[src/rtl/pcd_pkg.sv]
package pcd_pkg;

    // Host register select codes; the bench and the brief rely on this order.
    typedef enum logic [1:0] {
        SEL_PORT = 2'd0,
        SEL_STAT = 2'd1,
        SEL_MASK = 2'd2,
        SEL_SNAP = 2'd3
    } pcd_sel_e;

endpackage

[src/rtl/pcd_sync.sv]
module pcd_sync #(
    parameter int W      = 16,
    parameter int STAGES = 2
) (
    input  logic         clk,
    input  logic         rst_n,
    input  logic [W-1:0] pin_i,
    output logic [W-1:0] sync_o
);

    logic [STAGES-1:0][W-1:0] stg_d, stg_q;

    always_comb begin
        stg_d[0] = pin_i;
        for (int i = 1; i < STAGES; i++) begin
            stg_d[i] = stg_q[i-1];
        end
    end

    always_ff @(posedge clk or negedge rst_n) begin
        if (!rst_n) begin
            stg_q <= '0;
        end else begin
            stg_q <= stg_d;
        end
    end

    assign sync_o = stg_q[STAGES-1];

    AST_SYNC_FIRST: assert property (@(posedge clk) disable iff (!rst_n)
        1'b1 |=> stg_q[0] == $past(pin_i));

endmodule

[src/rtl/pcd_track.sv]
module pcd_track #(
    parameter int W      = 16,
    parameter int SETTLE = 3
) (
    input  logic         clk,
    input  logic         rst_n,
    input  logic [W-1:0] sync_i,
    input  logic         sticky_i,
    input  logic         rd_port_i,
    input  logic         rd_stat_i,
    output logic [W-1:0] chg_o,
    output logic [W-1:0] snap_o,
    output logic [W-1:0] status_o,
    output logic [W-1:0] status_nxt_o,
    output logic         settled_o
);

    localparam int CNT_W = $clog2(SETTLE + 1);

    typedef struct packed {
        logic [W-1:0]     snap;
        logic [W-1:0]     prev;
        logic [W-1:0]     status;
        logic [CNT_W-1:0] cnt;
    } track_t;

    track_t       d, q;
    logic         settled;
    logic [W-1:0] chg;

    assign settled = (q.cnt == CNT_W'(SETTLE));

    always_comb begin
        d   = q;
        chg = settled ? (sync_i ^ q.prev) : '0;

        d.prev = sync_i;
        if (!settled) begin
            d.cnt = q.cnt + CNT_W'(1);
        end

        // Reference copy follows the inputs until settled, then only on port reads.
        if (!settled || rd_port_i) begin
            d.snap = sync_i;
        end

        // Sticky flags: a status read replaces the flags with this cycle's toggles only.
        if (!settled || !sticky_i) begin
            d.status = '0;
        end else if (rd_stat_i) begin
            d.status = chg;
        end else begin
            d.status = q.status | chg;
        end
    end

    always_ff @(posedge clk or negedge rst_n) begin
        if (!rst_n) begin
            q <= '0;
        end else begin
            q <= d;
        end
    end

    assign chg_o        = chg;
    assign snap_o       = q.snap;
    assign status_o     = q.status;
    assign status_nxt_o = d.status;
    assign settled_o    = settled;

    AST_SNAP_LOAD: assert property (@(posedge clk) disable iff (!rst_n)
        rd_port_i |=> q.snap == $past(sync_i));

    AST_STATUS_KEEP: assert property (@(posedge clk) disable iff (!rst_n)
        (settled && sticky_i && !rd_stat_i) |=>
            ((q.status & $past(q.status)) == $past(q.status)));

endmodule

[src/rtl/pcd_irq.sv]
module pcd_irq #(
    parameter int W = 16
) (
    input  logic         clk,
    input  logic         rst_n,
    input  logic         sticky_i,
    input  logic         settled_i,
    input  logic [W-1:0] chg_i,
    input  logic [W-1:0] diff_i,
    input  logic [W-1:0] mask_i,
    input  logic [W-1:0] status_nxt_i,
    input  logic         clr_port_i,
    input  logic         stop_i,
    output logic         irq_n_o
);

    typedef struct packed {
        logic irq;
    } irq_t;

    irq_t d, q;
    logic live;
    logic pend_cmp;
    logic pend_stk;

    always_comb begin
        d        = q;
        live     = |(chg_i & ~mask_i);
        pend_cmp = |(diff_i & ~mask_i);
        pend_stk = |(status_nxt_i & ~mask_i);

        if (!settled_i || stop_i) begin
            d.irq = 1'b0;
        end else if (sticky_i) begin
            d.irq = live | (q.irq & pend_stk);
        end else if (clr_port_i) begin
            // Clear wins over a change arriving in the same cycle.
            d.irq = 1'b0;
        end else begin
            d.irq = (live & pend_cmp) | (q.irq & pend_cmp);
        end
    end

    always_ff @(posedge clk or negedge rst_n) begin
        if (!rst_n) begin
            q <= '0;
        end else begin
            q <= d;
        end
    end

    assign irq_n_o = ~q.irq;

    AST_QUIET_UNSETTLED: assert property (@(posedge clk) disable iff (!rst_n)
        !settled_i |-> !q.irq);

    AST_STOP_CLEARS: assert property (@(posedge clk) disable iff (!rst_n)
        stop_i |=> !q.irq);

    AST_PORT_READ_CLEARS: assert property (@(posedge clk) disable iff (!rst_n)
        (!sticky_i && clr_port_i) |=> !q.irq);

    AST_RAISE_UNMASKED: assert property (@(posedge clk) disable iff (!rst_n)
        $rose(q.irq) |-> $past(|(chg_i & ~mask_i)));

endmodule

[src/rtl/port_chg_irq.sv]
module port_chg_irq
    import pcd_pkg::*;
#(
    parameter int W           = 16,
    parameter int SYNC_STAGES = 2
) (
    input  logic         clk,
    input  logic         rst_n,
    input  logic [W-1:0] pins_i,
    input  logic         sticky_i,
    input  logic         rd_i,
    input  logic [1:0]   rd_sel_i,
    output logic [W-1:0] rd_data_o,
    input  logic         wr_i,
    input  logic [W-1:0] wr_data_i,
    input  logic         stop_i,
    output logic         irq_n_o
);

    localparam int SETTLE = SYNC_STAGES + 1;

    typedef struct packed {
        logic [W-1:0] mask;
    } top_t;

    top_t         d, q;
    pcd_sel_e     sel;
    logic         rd_port;
    logic         rd_stat;
    logic [W-1:0] sync;
    logic [W-1:0] chg;
    logic [W-1:0] snap;
    logic [W-1:0] status;
    logic [W-1:0] status_nxt;
    logic         settled;

    assign sel     = pcd_sel_e'(rd_sel_i);
    assign rd_port = rd_i && (sel == SEL_PORT);
    assign rd_stat = rd_i && (sel == SEL_STAT);

    pcd_sync #(.W(W), .STAGES(SYNC_STAGES)) u_sync (
        .clk    (clk),
        .rst_n  (rst_n),
        .pin_i  (pins_i),
        .sync_o (sync)
    );

    pcd_track #(.W(W), .SETTLE(SETTLE)) u_track (
        .clk          (clk),
        .rst_n        (rst_n),
        .sync_i       (sync),
        .sticky_i     (sticky_i),
        .rd_port_i    (rd_port),
        .rd_stat_i    (rd_stat),
        .chg_o        (chg),
        .snap_o       (snap),
        .status_o     (status),
        .status_nxt_o (status_nxt),
        .settled_o    (settled)
    );

    pcd_irq #(.W(W)) u_irq (
        .clk          (clk),
        .rst_n        (rst_n),
        .sticky_i     (sticky_i),
        .settled_i    (settled),
        .chg_i        (chg),
        .diff_i       (sync ^ snap),
        .mask_i       (q.mask),
        .status_nxt_i (status_nxt),
        .clr_port_i   (rd_port),
        .stop_i       (stop_i),
        .irq_n_o      (irq_n_o)
    );

    always_comb begin
        d = q;
        if (wr_i) begin
            d.mask = wr_data_i;
        end
    end

    always_ff @(posedge clk or negedge rst_n) begin
        if (!rst_n) begin
            q <= '0;
        end else begin
            q <= d;
        end
    end

    always_comb begin
        unique case (sel)
            SEL_PORT: rd_data_o = sync;
            SEL_STAT: rd_data_o = status;
            SEL_MASK: rd_data_o = q.mask;
            SEL_SNAP: rd_data_o = snap;
            default:  rd_data_o = '0;
        endcase
    end

    AST_MASK_WRITE: assert property (@(posedge clk) disable iff (!rst_n)
        wr_i |=> q.mask == $past(wr_data_i));

endmodule

[config.mk]
export PLATFORM = sky130hd
export DESIGN_NAME = port_chg_irq
export DESIGN_NICKNAME = d
export VERILOG_FILES = /design/src/rtl/pcd_pkg.sv /design/src/rtl/pcd_sync.sv /design/src/rtl/pcd_track.sv /design/src/rtl/pcd_irq.sv /design/src/rtl/port_chg_irq.sv
export SDC_FILE = /design/constraint.sdc
export NUM_CORES = 1
export LEC_CHECK = 0
export BUFFER_PORTS_ARGS = -buffer_cell sky130_fd_sc_hd__buf_4
export CAP_MARGIN = 10
export CORE_ASPECT_RATIO = 0.6
export CORE_MARGIN = 2
export CORE_UTILIZATION = 56
export DETAILED_ROUTE_END_ITERATION = 12
export GPL_TIMING_DRIVEN = 1
export PLACE_DENSITY = 0.78
export SYNTH_ARGS = -nofsm -noshare
export SYNTH_HDL_FRONTEND = slang
export SYNTH_SLANG_ARGS = --single-unit
[constraint.sdc]
create_clock -name clk -period 4.9 [get_ports clk]
set_clock_uncertainty 0.2 [all_clocks]
set_input_delay 0.98 -clock clk [delete_from_list [all_inputs] [get_ports clk]]
set_output_delay 0.98 -clock clk [all_outputs]
set_load 0.05 [all_outputs]
==> results of run 1 <==
[state kept, by name, indices dropped and copies added, names as in the netlist]
register          flops
u_track.q            18
u_irq.q               1
u_track.snap_o       16
u_sync.sync_o        16
u_track.status_o     16
q                    16
u_sync.stg_d         16
[layout by cell type (no fill, tap or decap), types with 4 or more instances in the layout]
| cell | n |
|---|---|
| a21oi_1 | 17 |
| a22o_1 | 4 |
| a22oi_1 | 4 |
| buf_4 | 57 |
| clkbuf_16 | 9 |
| dfrtp_1 | 99 |
| inv_1 | 13 |
| mux2_2 | 24 |
| mux4_2 | 15 |
| nand2_1 | 16 |
| nor2_1 | 17 |
| o21ai_0 | 12 |
| o22ai_1 | 9 |
| xnor2_1 | 17 |
| xor2_1 | 16 |
[layout make-up]
type                    count  area (um^2)
clock buffers              10        239.0
clock inverters             4        28.78
fillers                   529         2337
inverters                  15        56.30
multi-input cells         173         1496
flip-flops and latches     99         2477
well taps                  91        113.9
repair buffers             57        427.9
[power groups by stage]
stage,Clock [mW],Combinational (mW),Sequential (mW)
2_1_floorplan,0,0.253,0.946
3_3_place_gp,0,0.345,0.967
3_5_place_dp,0,0.352,0.968
4_1_cts,0.655,0.356,0.954
5_1_grt,0.695,0.380,0.964
6_report,0.643,0.355,0.956
[cell families (layout without fill, tap and decap cells)]
logic type | Yosys count | in the layout | share of synthesized area
xor gates and xnor gates | 33 | 33 | 0.07064
buffers and inverters | 26 | 86 | 0.02875
adders and majority gates | 1 | 1 | 0.003058
muxes | 40 | 40 | 0.1550
and+or+nand+nor | 45 | 45 | 0.05199
DFF | 99 | 99 | 0.6055
AOI/OAI and AO/OA | 54 | 54 | 0.08502
[routing by layer]
metal	share of wire	wire, um	vias up	GRT usage
met5	0	0	-	0
met4	0.012	107	0	0.06369
met3	0.060	520	16	0.08507
met2	0.43	3709	96	0.3135
met1	0.50	4355	1370	0.3695
li1	-	-	1167	-
[critical path, cell delays in order]
cell and delay (ns):
buf_4 0.33, mux4_1 0.59, buf_4 0.20
[how the worst max path moves through the flow]
stage / endpoint / cells after the start
2_1_floorplan: rd_data_o[9] / 3
3_3_place_gp: rd_data_o[9] / 3
3_5_place_dp: rd_data_o[9] / 3
4_1_cts: rd_data_o[9] / 3
5_1_grt: rd_data_o[9] / 3
6_report: rd_data_o[9] / 3
==> qor.tcl, run 1 <==
set qor(postSynthRegisterBits) 99
set qor(tritoncts) {yes}
set qor(synth_largest_type_area_fraction) 0.6055
set qor(synth.yosys.seq_area_share) 0.6055
set qor(part_of_the_total_power_dissipated_in_combinational_logic) 0.182
set qor(place_congestion) 0.8398
set qor(synth_largest_area_cell) {dfrtp_1}
set qor(worst_ep_arrival_time_ns) 2.12
set qor(total_power_mw) 1.954
set qor(cts_hold_buf) 0
set qor(first_global_vias) 2622
set qor(regToRegEndpoint) {u_irq.q$_DFF_PN0_}
set qor(worstHoldEndpoint) {u_sync.sync_o[12]$_DFF_PN0_}
set qor(fmaxAchievable_mhz) 303.2
set qor(design_area_mm2) 0.004840
set qor(first_pass_iters) 4
set qor(final.hold.worst_slack_ns) 0.1478
set qor(drt.antenna.violating_nets) 0
set qor(internal-power_mw) 1.398
set qor(drt-vias-per-instance) 5.900
set qor(antennaDiodeCount) 0
set qor(grt_antenna_before_repair) 0
set qor(post_cts_buffers) 0
set qor(layout.cells.non_filler) 449
set qor(chipWidth_um) 114.4
set qor(criticalPathCategory) {in2out}
set qor(detailedPlace.worstSlack_ns) 1.584
set qor(synth_commonest_cells) {dfrtp_1 (99), mux2_2 (24), a21oi_1 (17), nor2_1 (17), xnor2_1 (17)}
set qor(count_of_maximum_capacitance_violations) 0
set qor(starting_density_of_the_core) 0.5701
set qor(post_synth_instance_area_mm2) 0.004091
set qor(overflow) 0
set qor(clock_power_share) 0.329
set qor(place.port_buffers) 56
set qor(dominantRegCellSynth) {dfrtp_1}
set qor(tritoncts_num_sinks) 99
set qor(totalWireLength_mm) 8.692
set qor(setup_viol) 0
set qor(cp.required_ns) 3.72
set qor(route.detailed.drc) 0
set qor(grt_max_degree) 83
set qor(synthesis.yosys.warnings) 0
set qor(critPathMaxFanout) 18
set qor(timing.final.max_slew_violations) 0
set qor(grt_first_pass_wirelength_mm) 13.87
set qor(reg2reg_setup_slack_ns) 2.89
set qor(timing.rr.start) {q[2]$_DFFE_PN0P_}
set qor(clock_buffer_count_from_cts) 9
set qor(setup.worst_path.end_class) {primary output}
set qor(holdCritStartpoint) {u_sync.stg_d[28]$_DFF_PN0_}
set qor(die_footprint_mm2) 0.008029
set qor(synth.distinct_cells) 36
set qor(fin_crit_sh) 0.6731
set qor(ys_top_cells_by_area) {dfrtp_1 (61%), mux4_2 (8.3%), mux2_2 (6.6%), xnor2_1 (3.6%), xor2_1 (3.4%)}
set qor(sequentialPowerShare) 0.489
set qor(fin_setup_tns_ns) 0
set qor(worstHoldPathCells) 0
set qor(post_drt_wl_per_cell_um) 19.36
set qor(synth_edf_count) 0
set qor(ir_worst_vdd_mv) 0.2179
set qor(cts_resized) 0
set qor(reg2regPathDepth) 6
set qor(design.core.area_mm2) 0.007177
set qor(clock_insertion_delay_worst_skew_ns) 0.34
set qor(p_per_area_mw_per_mm2) 403.7
set qor(routed-via-count) 2649
set qor(setup_slack_ns) 1.602
set qor(holdCritPathClass) {reg2reg}
set qor(total_switching_power_mw) 0.5563
set qor(crit_path_start_kind) {input port}
set qor(place_hpwl_mm) 5.834
set qor(grtUsageTotal) 0.2366
set qor(numPlacedInstances) 435
set qor(crit_start) {rd_sel_i[0]}
set qor(yosysMostFrequentCell) {dfrtp_1}
set qor(outcome) {finished clean}
set qor(fp.dieH_um) 70.21
set qor(cts.reportedPaths.clkPinSlew_ns) 0.06
set qor(power.share.switching) 0.2847
set qor(asyncSetResetFlopFracSynth) 1.000
set qor(ctsRootBufferMaster) {clkbuf_16}
set qor(finish.net_count) 396
set qor(transition_time_at_the_pin_with_the_least_slew_margin_ns) 1.009
set qor(htree_num_levels) 3
set qor(syn-num-nets) 339
set qor(final-hold-violation-count) 0
set qor(finalWorstPathRequiredPeriod_ns) 3.298
set qor(post_route_cells_drive_above_1_share) 0.3240
set qor(io-pin-count) 57
set qor(number_of_standard_cells_after_synthesis) 298
set qor(worst_case_clock_buffer_depth) 2
set qor(p_leak_nw) 2.156
set qor(drt_first_iter_violations) 156
set qor(max-slew-margin-rel) 0.3275
set qor(area.growth.synth_to_final_pct) 18.29
set qor(postSynthAreaPerCell_um2) 13.73
set qor(fin_util) 0.6743
set qor(detailed_place.area_mm2) 0.004572
set qor(rsz_0062_raised_after_global_routing) {false}
set qor(floorplan.rows) 24
(Power assumes the default switching activity.)
==> run 2: changes to the inputs <==
--- a/config.mk
+++ b/config.mk
@@ -9,10 +9,10 @@
 export CAP_MARGIN = 10
 export CORE_ASPECT_RATIO = 0.6
 export CORE_MARGIN = 2
-export CORE_UTILIZATION = 56
+export CORE_UTILIZATION = 51
 export DETAILED_ROUTE_END_ITERATION = 12
 export GPL_TIMING_DRIVEN = 1
-export PLACE_DENSITY = 0.78
+export PLACE_DENSITY = 0.75
 export SYNTH_ARGS = -nofsm -noshare
 export SYNTH_HDL_FRONTEND = slang
 export SYNTH_SLANG_ARGS = --single-unit
==> constraint.sdc (replaced) <==
create_clock -name clk -period 2.85 [get_ports clk]
set_clock_uncertainty 0.2 [all_clocks]
set_input_delay 0.57 -clock clk [delete_from_list [all_inputs] [get_ports clk]]
set_output_delay 0.57 -clock clk [all_outputs]
set_load 0.05 [all_outputs]
==> run 2 against run 1 <==
Hold slack got worse by 0.14 ns. Die area rose by 9.3%. Utilization fell by 4.8 points. Count of clock-buffer cells in the layout rose by 1. Sequential share of layout area fell by 0.64 points. Setup slack got worse by 1.2 ns. Critical path depth did not move. Power rose by 77%. Combinational power rose by 74%. Global-route usage fell by 1.4 points. Sequential power rose by 72%. Cell count rose by 4.2%. Critical path type unchanged. Largest cell class unchanged.
==> qor.tcl, run 2 (synthesis gave the netlist of run 1 again) <==
set qor(detailedPlace.worstSlack_ns) 0.3486 ;# was 1.584 ns
set qor(crit_start) {rd_sel_i[0]} ;# unchanged
set qor(cp.required_ns) 2.08 ;# was 3.72 ns
set qor(setup.worst_path.end_class) {primary output} ;# unchanged
set qor(setup_viol) 0 ;# unchanged
set qor(die_footprint_mm2) 0.008778 ;# was 0.008029 mm^2
set qor(fmaxAchievable_mhz) 403.3
set qor(grt_antenna_before_repair) 0 ;# unchanged
set qor(fin_crit_sh) 0.8699
set qor(final-hold-violation-count) 0 ;# unchanged
set qor(fill_cells) 631 ;# was 529
set qor(p_per_area_mw_per_mm2) 704.2 ;# was 403.7 mW/mm^2
set qor(place.port_buffers) 56 ;# unchanged
set qor(htree_num_levels) 3 ;# unchanged
set qor(final.hold.worst_slack_ns) 0.009441 ;# was 0.1478 ns
set qor(chipWidth_um) 119.6 ;# was 114.4 um
set qor(criticalPathCategory) {in2out} ;# unchanged
set qor(drt-vias-per-instance) 5.571 ;# was 5.900
set qor(cts_hold_buf) 0 ;# unchanged
set qor(clock_power_share) 0.346 ;# was 0.329
set qor(sequentialPowerShare) 0.475 ;# was 0.489
set qor(first_pass_iters) 4 ;# unchanged
set qor(antennaDiodeCount) 0 ;# unchanged
set qor(drt_first_iter_violations) 187 ;# was 156
set qor(layout.area.seq_mm2) 0.002477 ;# unchanged
set qor(design_area_mm2) 0.004901 ;# was 0.004840 mm^2
set qor(part_of_the_total_power_dissipated_in_combinational_logic) 0.179 ;# was 0.182
set qor(first_global_vias) 2654 ;# was 2622
set qor(clock_insertion_delay_worst_skew_ns) 0.34 ;# about the same
set qor(tritoncts_num_sinks) 99 ;# unchanged
set qor(place_hpwl_mm) 5.876 ;# was 5.834 mm
set qor(route.detailed.drc) 0 ;# unchanged
set qor(max-slew-margin-rel) 0.5523 ;# was 0.3275
set qor(multi_input_area_mm2) 0.001496 ;# unchanged
set qor(numPlacedInstances) 452 ;# was 435
set qor(drt.antenna.violating_nets) 0 ;# unchanged
set qor(floorplan.rows) 25 ;# was 24
set qor(critPathMaxFanout) 18 ;# unchanged
set qor(detailed_place.area_mm2) 0.004606 ;# was 0.004572 mm^2
set qor(setup_slack_ns) 0.3707 ;# was 1.602 ns
set qor(top_register) {u_track.q} ;# unchanged
set qor(finish.net_count) 396 ;# unchanged
set qor(fp.dieH_um) 73.38 ;# was 70.21 um
set qor(post_drt_wl_per_cell_um) 18.71 ;# was 19.36 um
set qor(total_power_mw) 3.451 ;# was 1.954 mW
set qor(number_of_flip_flops_in_the_largest_register) 18 ;# unchanged
set qor(final_common_cell) {dfrtp_1} ;# unchanged
set qor(worst_case_clock_buffer_depth) 2 ;# unchanged
set qor(power.share.switching) 0.2759 ;# was 0.2847
set qor(grt_first_pass_wirelength_mm) 14.26 ;# was 13.87 mm
set qor(tritoncts) {yes} ;# unchanged
set qor(place_congestion) 0.8512 ;# was 0.8398
set qor(ir_worst_vdd_mv) 0.3221 ;# was 0.2179 mV
set qor(routed-via-count) 2607 ;# was 2649
set qor(totalWireLength_mm) 8.757 ;# was 8.692 mm
set qor(starting_density_of_the_core) 0.5232 ;# was 0.5701
set qor(io-pin-count) 57 ;# unchanged
set qor(ctsRootBufferMaster) {clkbuf_16} ;# unchanged
set qor(finalWorstPathRequiredPeriod_ns) 2.479
set qor(transition_time_at_the_pin_with_the_least_slew_margin_ns) 0.6699 ;# was 1.009 ns
set qor(rsz_0062_raised_after_global_routing) {false} ;# unchanged
set qor(timing.final.max_slew_violations) 0 ;# unchanged
set qor(overflow) 0 ;# unchanged
set qor(fin_util) 0.6267 ;# was 0.6743
set qor(outcome) {finished clean} ;# unchanged
set qor(design.core.area_mm2) 0.007820 ;# was 0.007177 mm^2
set qor(total_switching_power_mw) 0.9521 ;# was 0.5563 mW
set qor(cts_resized) 0 ;# unchanged
set qor(crit_path_start_kind) {input port} ;# unchanged
set qor(area.growth.synth_to_final_pct) 19.79 ;# was 18.29%
set qor(post_route_cells_drive_above_1_share) 0.3250 ;# was 0.3240
set qor(count_of_maximum_capacitance_violations) 0 ;# unchanged
set qor(timing.rr.start) {q[6]$_DFFE_PN0P_} ;# was q[2]$_DFFE_PN0P_
set qor(cts.reportedPaths.clkPinSlew_ns) 0.06 ;# about the same
set qor(mostFrequentLayoutCells) {dfrtp_1 (99), buf_4 (56), mux2_2 (24)} ;# was dfrtp_1 (99), buf_4 (57), mux2_2 (24)
set qor(grtUsageTotal) 0.2223 ;# was 0.2366
set qor(post_cts_buffers) 0 ;# unchanged
set qor(layout.cells.non_filler) 468 ;# was 449
set qor(fin_setup_tns_ns) 0 ;# unchanged
set qor(clock_buffer_count_from_cts) 9 ;# unchanged
set qor(internal-power_mw) 2.499 ;# was 1.398 mW
set qor(worst_ep_arrival_time_ns) 1.71 ;# was 2.12 ns
set qor(p_leak_nw) 2.179 ;# was 2.156 nW
set qor(grt_max_degree) 59 ;# was 83
set qor(holdCritPathClass) {in2async} ;# was reg2reg
run 2: metal layers:
metal / vias to the layer above / track usage / wire length (um)
li1: 1177 / - / -
met1: 1322 / 0.3267 / 4044
met2: 100 / 0.3175 / 3887
met3: 8 / 0.06832 / 743
met4: 0 / 0.07712 / 80
met5: - / 0 / 0
run 2: power by group through the flow:
| stage | Clock (mW) | Combinational (mW) | Sequential (mW) |
|---|---|---|---|
| after floorplan | 0 | 0.435 | 1.63 |
| after global placement | 0 | 0.603 | 1.66 |
| after CTS | 1.22 | 0.621 | 1.64 |
| final | 1.20 | 0.616 | 1.64 |
| after detailed placement | 0 | 0.614 | 1.66 |
| after global routing | 1.29 | 0.664 | 1.65 |
run 2: final timing paths:
kind                                               end  slack, ns  cells past startpoint
setup / recovery                          rd_data_o[9]       0.37                      3
hold reg to reg            u_sync.sync_o[12]$_DFF_PN0_       0.14                      0
min in group clk            u_sync.stg_d[21]$_DFF_PN0_       0.13                      1
hold / removal             u_sync.sync_o[10]$_DFF_PN0_      0.009                      1
max in group asynchronous   u_sync.stg_d[28]$_DFF_PN0_       1.75                      2
setup reg to reg                     u_irq.q$_DFF_PN0_       0.86                      6
run 2: cell type report:
| cell class | instances | area share |
|---|---|---|
| Timing Repair Buffer | 57 | 0.08986 |
| Tap cell | 108 | 0.02757 |
| Inverter | 15 | 0.01149 |
| Clock buffer | 11 | 0.04953 |
| Multi-Input combinational cell | 173 | 0.3053 |
| Clock inverter | 5 | 0.01072 |
| Sequential cell | 99 | 0.5055 |
run 2: worst max-delay path, cell delays in order:
cell,delay (ns)
buf_4,0.33
mux4_1,0.60
buf_4,0.20
==> run 3: changes to the inputs <==
--- a/config.mk
+++ b/config.mk
@@ -8,11 +8,10 @@
 export BUFFER_PORTS_ARGS = -buffer_cell sky130_fd_sc_hd__buf_4
 export CAP_MARGIN = 10
 export CORE_ASPECT_RATIO = 0.6
-export CORE_MARGIN = 2
-export CORE_UTILIZATION = 51
+export CORE_UTILIZATION = 56
 export DETAILED_ROUTE_END_ITERATION = 12
 export GPL_TIMING_DRIVEN = 1
-export PLACE_DENSITY = 0.75
+export PLACE_DENSITY = 0.78
 export SYNTH_ARGS = -nofsm -noshare
 export SYNTH_HDL_FRONTEND = slang
 export SYNTH_SLANG_ARGS = --single-unit
==> constraint.sdc (replaced) <==
create_clock -name clk -period 3.03 [get_ports clk]
set_clock_uncertainty 0.2 [all_clocks]
set_input_delay 0.606 -clock clk [delete_from_list [all_inputs] [get_ports clk]]
set_output_delay 0.606 -clock clk [all_outputs]
set_load 0.05 [all_outputs]
==> run 3 against run 2 <==
The run now ends with design-rule violations left. Cell count shrank 4.7%. Setup slack improved by 0.11 ns. Sequential share of layout area rose by 0.30 points. Largest cell class unchanged. Register-to-register slack barely moved. Critical path type unchanged. Global-route usage up 3.2 points. Flip-flop and latch count unchanged. Count of clock-buffer cells in the layout down 1. Routed wire length is 3.4% lower. Highest routed layer unchanged.
==> qor.tcl, run 3 (synthesis gave the netlist of run 1 again) <==
set qor(reg2regPathDepth) 6 ;# unchanged
set qor(die_footprint_mm2) 0.007663 ;# was 0.008778 mm^2
set qor(post_drt_wl_per_cell_um) 18.96 ;# was 18.71 um
set qor(layout.area.seq_mm2) 0.002477 ;# unchanged
set qor(worst_ep_arrival_time_ns) 1.74 ;# was 1.71 ns
set qor(overflow) 0 ;# unchanged
set qor(timing.final.max_slew_violations) 0 ;# unchanged
set qor(design.core.area_mm2) 0.006878 ;# was 0.007820 mm^2
set qor(area.growth.synth_to_final_pct) 19.08 ;# was 19.79%
set qor(place_hpwl_mm) 5.802 ;# was 5.876 mm
set qor(crit_start) {rd_sel_i[0]} ;# unchanged
set qor(cp.required_ns) 2.22 ;# was 2.08 ns
set qor(ctsRootBufferMaster) {clkbuf_16} ;# unchanged
set qor(regToRegEndpoint) {u_irq.q$_DFF_PN0_} ;# unchanged
set qor(final.hold.worst_slack_ns) 0.08591 ;# was 0.009441 ns
set qor(number_of_flip_flops_in_the_largest_register) 18 ;# unchanged
set qor(cts.reportedPaths.clkPinSlew_ns) 0.06 ;# about the same
set qor(crit_path_start_kind) {input port} ;# unchanged
set qor(clock_buffer_count_from_cts) 9 ;# unchanged
set qor(drt-vias-per-instance) 5.901 ;# was 5.571
set qor(p_per_area_mw_per_mm2) 665.1 ;# was 704.2 mW/mm^2
set qor(antennaDiodeCount) 0 ;# unchanged
set qor(ir_worst_vdd_mv) 0.3779 ;# was 0.3221 mV
set qor(setup.worst_path.end_class) {primary output} ;# unchanged
set qor(setup_viol) 0 ;# unchanged
set qor(count_of_maximum_capacitance_violations) 0 ;# unchanged
set qor(tritoncts_num_sinks) 99 ;# unchanged
set qor(grtUsageTotal) 0.2546 ;# was 0.2223
set qor(violations) {design-rule violations}
set qor(place.port_buffers) 56 ;# unchanged
set qor(grt_antenna_before_repair) 0 ;# unchanged
set qor(routed-via-count) 2632 ;# was 2607
set qor(fin_crit_sh) 0.8401
set qor(criticalPathCategory) {in2out} ;# unchanged
set qor(total_power_mw) 3.241 ;# was 3.451 mW
set qor(place_congestion) 0.8265 ;# was 0.8512
set qor(io-pin-count) 57 ;# unchanged
set qor(multi_input_area_mm2) 0.001496 ;# unchanged
set qor(fill_cells) 469 ;# was 631
set qor(fp.dieH_um) 68.21 ;# was 73.38 um
set qor(outcome) {complete, but fails checks} ;# was finished clean
set qor(holdCritPathClass) {in2async} ;# unchanged
set qor(worst_case_clock_buffer_depth) 2 ;# unchanged
set qor(tritoncts) {yes} ;# unchanged
set qor(finish.net_count) 396 ;# unchanged
set qor(first_pass_iters) 9 ;# was 4
set qor(transition_time_at_the_pin_with_the_least_slew_margin_ns) 0.6606 ;# was 0.6699 ns
set qor(fmaxAchievable_mhz) 392.9
set qor(timing.rr.start) {q[2]$_DFFE_PN0P_} ;# was q[6]$_DFFE_PN0P_
set qor(max-slew-margin-rel) 0.5596 ;# was 0.5523
set qor(route.detailed.drc) 2 ;# was 0
set qor(p_leak_nw) 2.182 ;# was 2.179 nW
set qor(mostFrequentLayoutCells) {dfrtp_1 (99), buf_4 (56), mux2_2 (24)} ;# unchanged
set qor(starting_density_of_the_core) 0.5949 ;# was 0.5232
set qor(clock_insertion_delay_worst_skew_ns) 0.35 ;# was 0.34 ns
set qor(final_common_cell) {dfrtp_1} ;# unchanged
set qor(drt_first_iter_violations) 232 ;# was 187
set qor(reg2reg_setup_slack_ns) 0.87 ;# was 0.86 ns
set qor(totalWireLength_mm) 8.455 ;# was 8.757 mm
set qor(drt.antenna.violating_nets) 0 ;# unchanged
set qor(grt_first_pass_wirelength_mm) 13.66 ;# was 14.26 mm
set qor(cts_hold_buf) 0 ;# unchanged
set qor(grt_max_degree) 52 ;# was 59
set qor(floorplan.rows) 23 ;# was 25
set qor(first_global_vias) 2563 ;# was 2654
set qor(critPathMaxFanout) 18 ;# unchanged
set qor(worst_setup_path_endpoint) {rd_data_o[9]} ;# unchanged
set qor(htree_num_levels) 3 ;# unchanged
set qor(fin_setup_tns_ns) 0 ;# unchanged
set qor(cts_resized) 0 ;# unchanged
set qor(top_register) {u_track.q} ;# unchanged
set qor(layout.cells.non_filler) 446 ;# was 468
set qor(post_route_cells_drive_above_1_share) 0.3259 ;# was 0.3250
set qor(finalWorstPathRequiredPeriod_ns) 2.545
set qor(chipWidth_um) 112.4 ;# was 119.6 um
set qor(final-hold-violation-count) 0 ;# unchanged
set qor(numPlacedInstances) 431 ;# was 452
set qor(rsz_0062_raised_after_global_routing) {false} ;# unchanged
set qor(post_cts_buffers) 0 ;# unchanged
run 3: changes by cell type in the layout (fill, tap and decap cells not counted), sizes merged:
| cell | previous run | this run |
|---|---|---|
| clkinv | 3 | 4 |
| clkinvlp | 1 | 0 |
| clkbuf | 11 | 10 |
run 3: layer usage:
layer / global-route usage / vias to the layer above / part of all wire / wire [um]
li1: - / 1173 / - / -
met1: 0.3585 / 1330 / 0.46 / 3882
met2: 0.3742 / 116 / 0.43 / 3659
met3: 0.08415 / 13 / 0.093 / 783
met4: 0.09500 / 0 / 0.015 / 130
met5: 0 / - / 0 / 0
run 3: per-stage QoR:
stage / area [um^2] / utilization / setup WS [ns]
CTS: 4872 / 0.7084 / 0.4609
detailed placement: 4579 / 0.6658 / 0.4633
finish: 4872 / 0.7084 / 0.4845
floorplan: 4091 / - / 0.3015
global placement: 4579 / 0.6658 / 0.4633
global route: 4872 / 0.7084 / 0.4363
run 3: final cells by class:
type                            instances  area share
Clock buffer                           10     0.04905
Multi-Input combinational cell        173      0.3071
Tap cell                               87     0.02234
Sequential cell                        99      0.5085
Timing Repair Buffer                   57     0.09040
Clock inverter                          5     0.01104
Inverter                               15     0.01156
run 3: worst min path at each step:
stage / endpoint / slack, ns / depth (start not counted) / from
after floorplan: q[0]$_DFFE_PN0P_ / 0.11 / 0 / rst_n
after global placement: u_sync.sync_o[11]$_DFF_PN0_ / 0.13 / 0 / u_sync.stg_d[27]$_DFF_PN0_
after detailed placement: u_sync.sync_o[0]$_DFF_PN0_ / 0.14 / 0 / u_sync.stg_d[16]$_DFF_PN0_
after CTS: u_sync.stg_d[23]$_DFF_PN0_ / 0.11 / 1 / rst_n
after global routing: u_sync.stg_d[28]$_DFF_PN0_ / 0.15 / 1 / rst_n
final: q[9]$_DFFE_PN0P_ / 0.09 / 1 / rst_n
run 3: where the power goes:
| part | total (mW) | leakage (nW) | switching, mW | internal, mW |
|---|---|---|---|---|
| registers | 1.54 | 1.17 | 0.108 | 1.44 |
| clock network | 1.12 | 0.148 | 0.471 | 0.654 |
| logic | 0.572 | 0.867 | 0.315 | 0.257 |
run 3: critical path: stages:
cell and delay, ns:
buf_4 0.33, mux4_1 0.59, buf_4 0.20
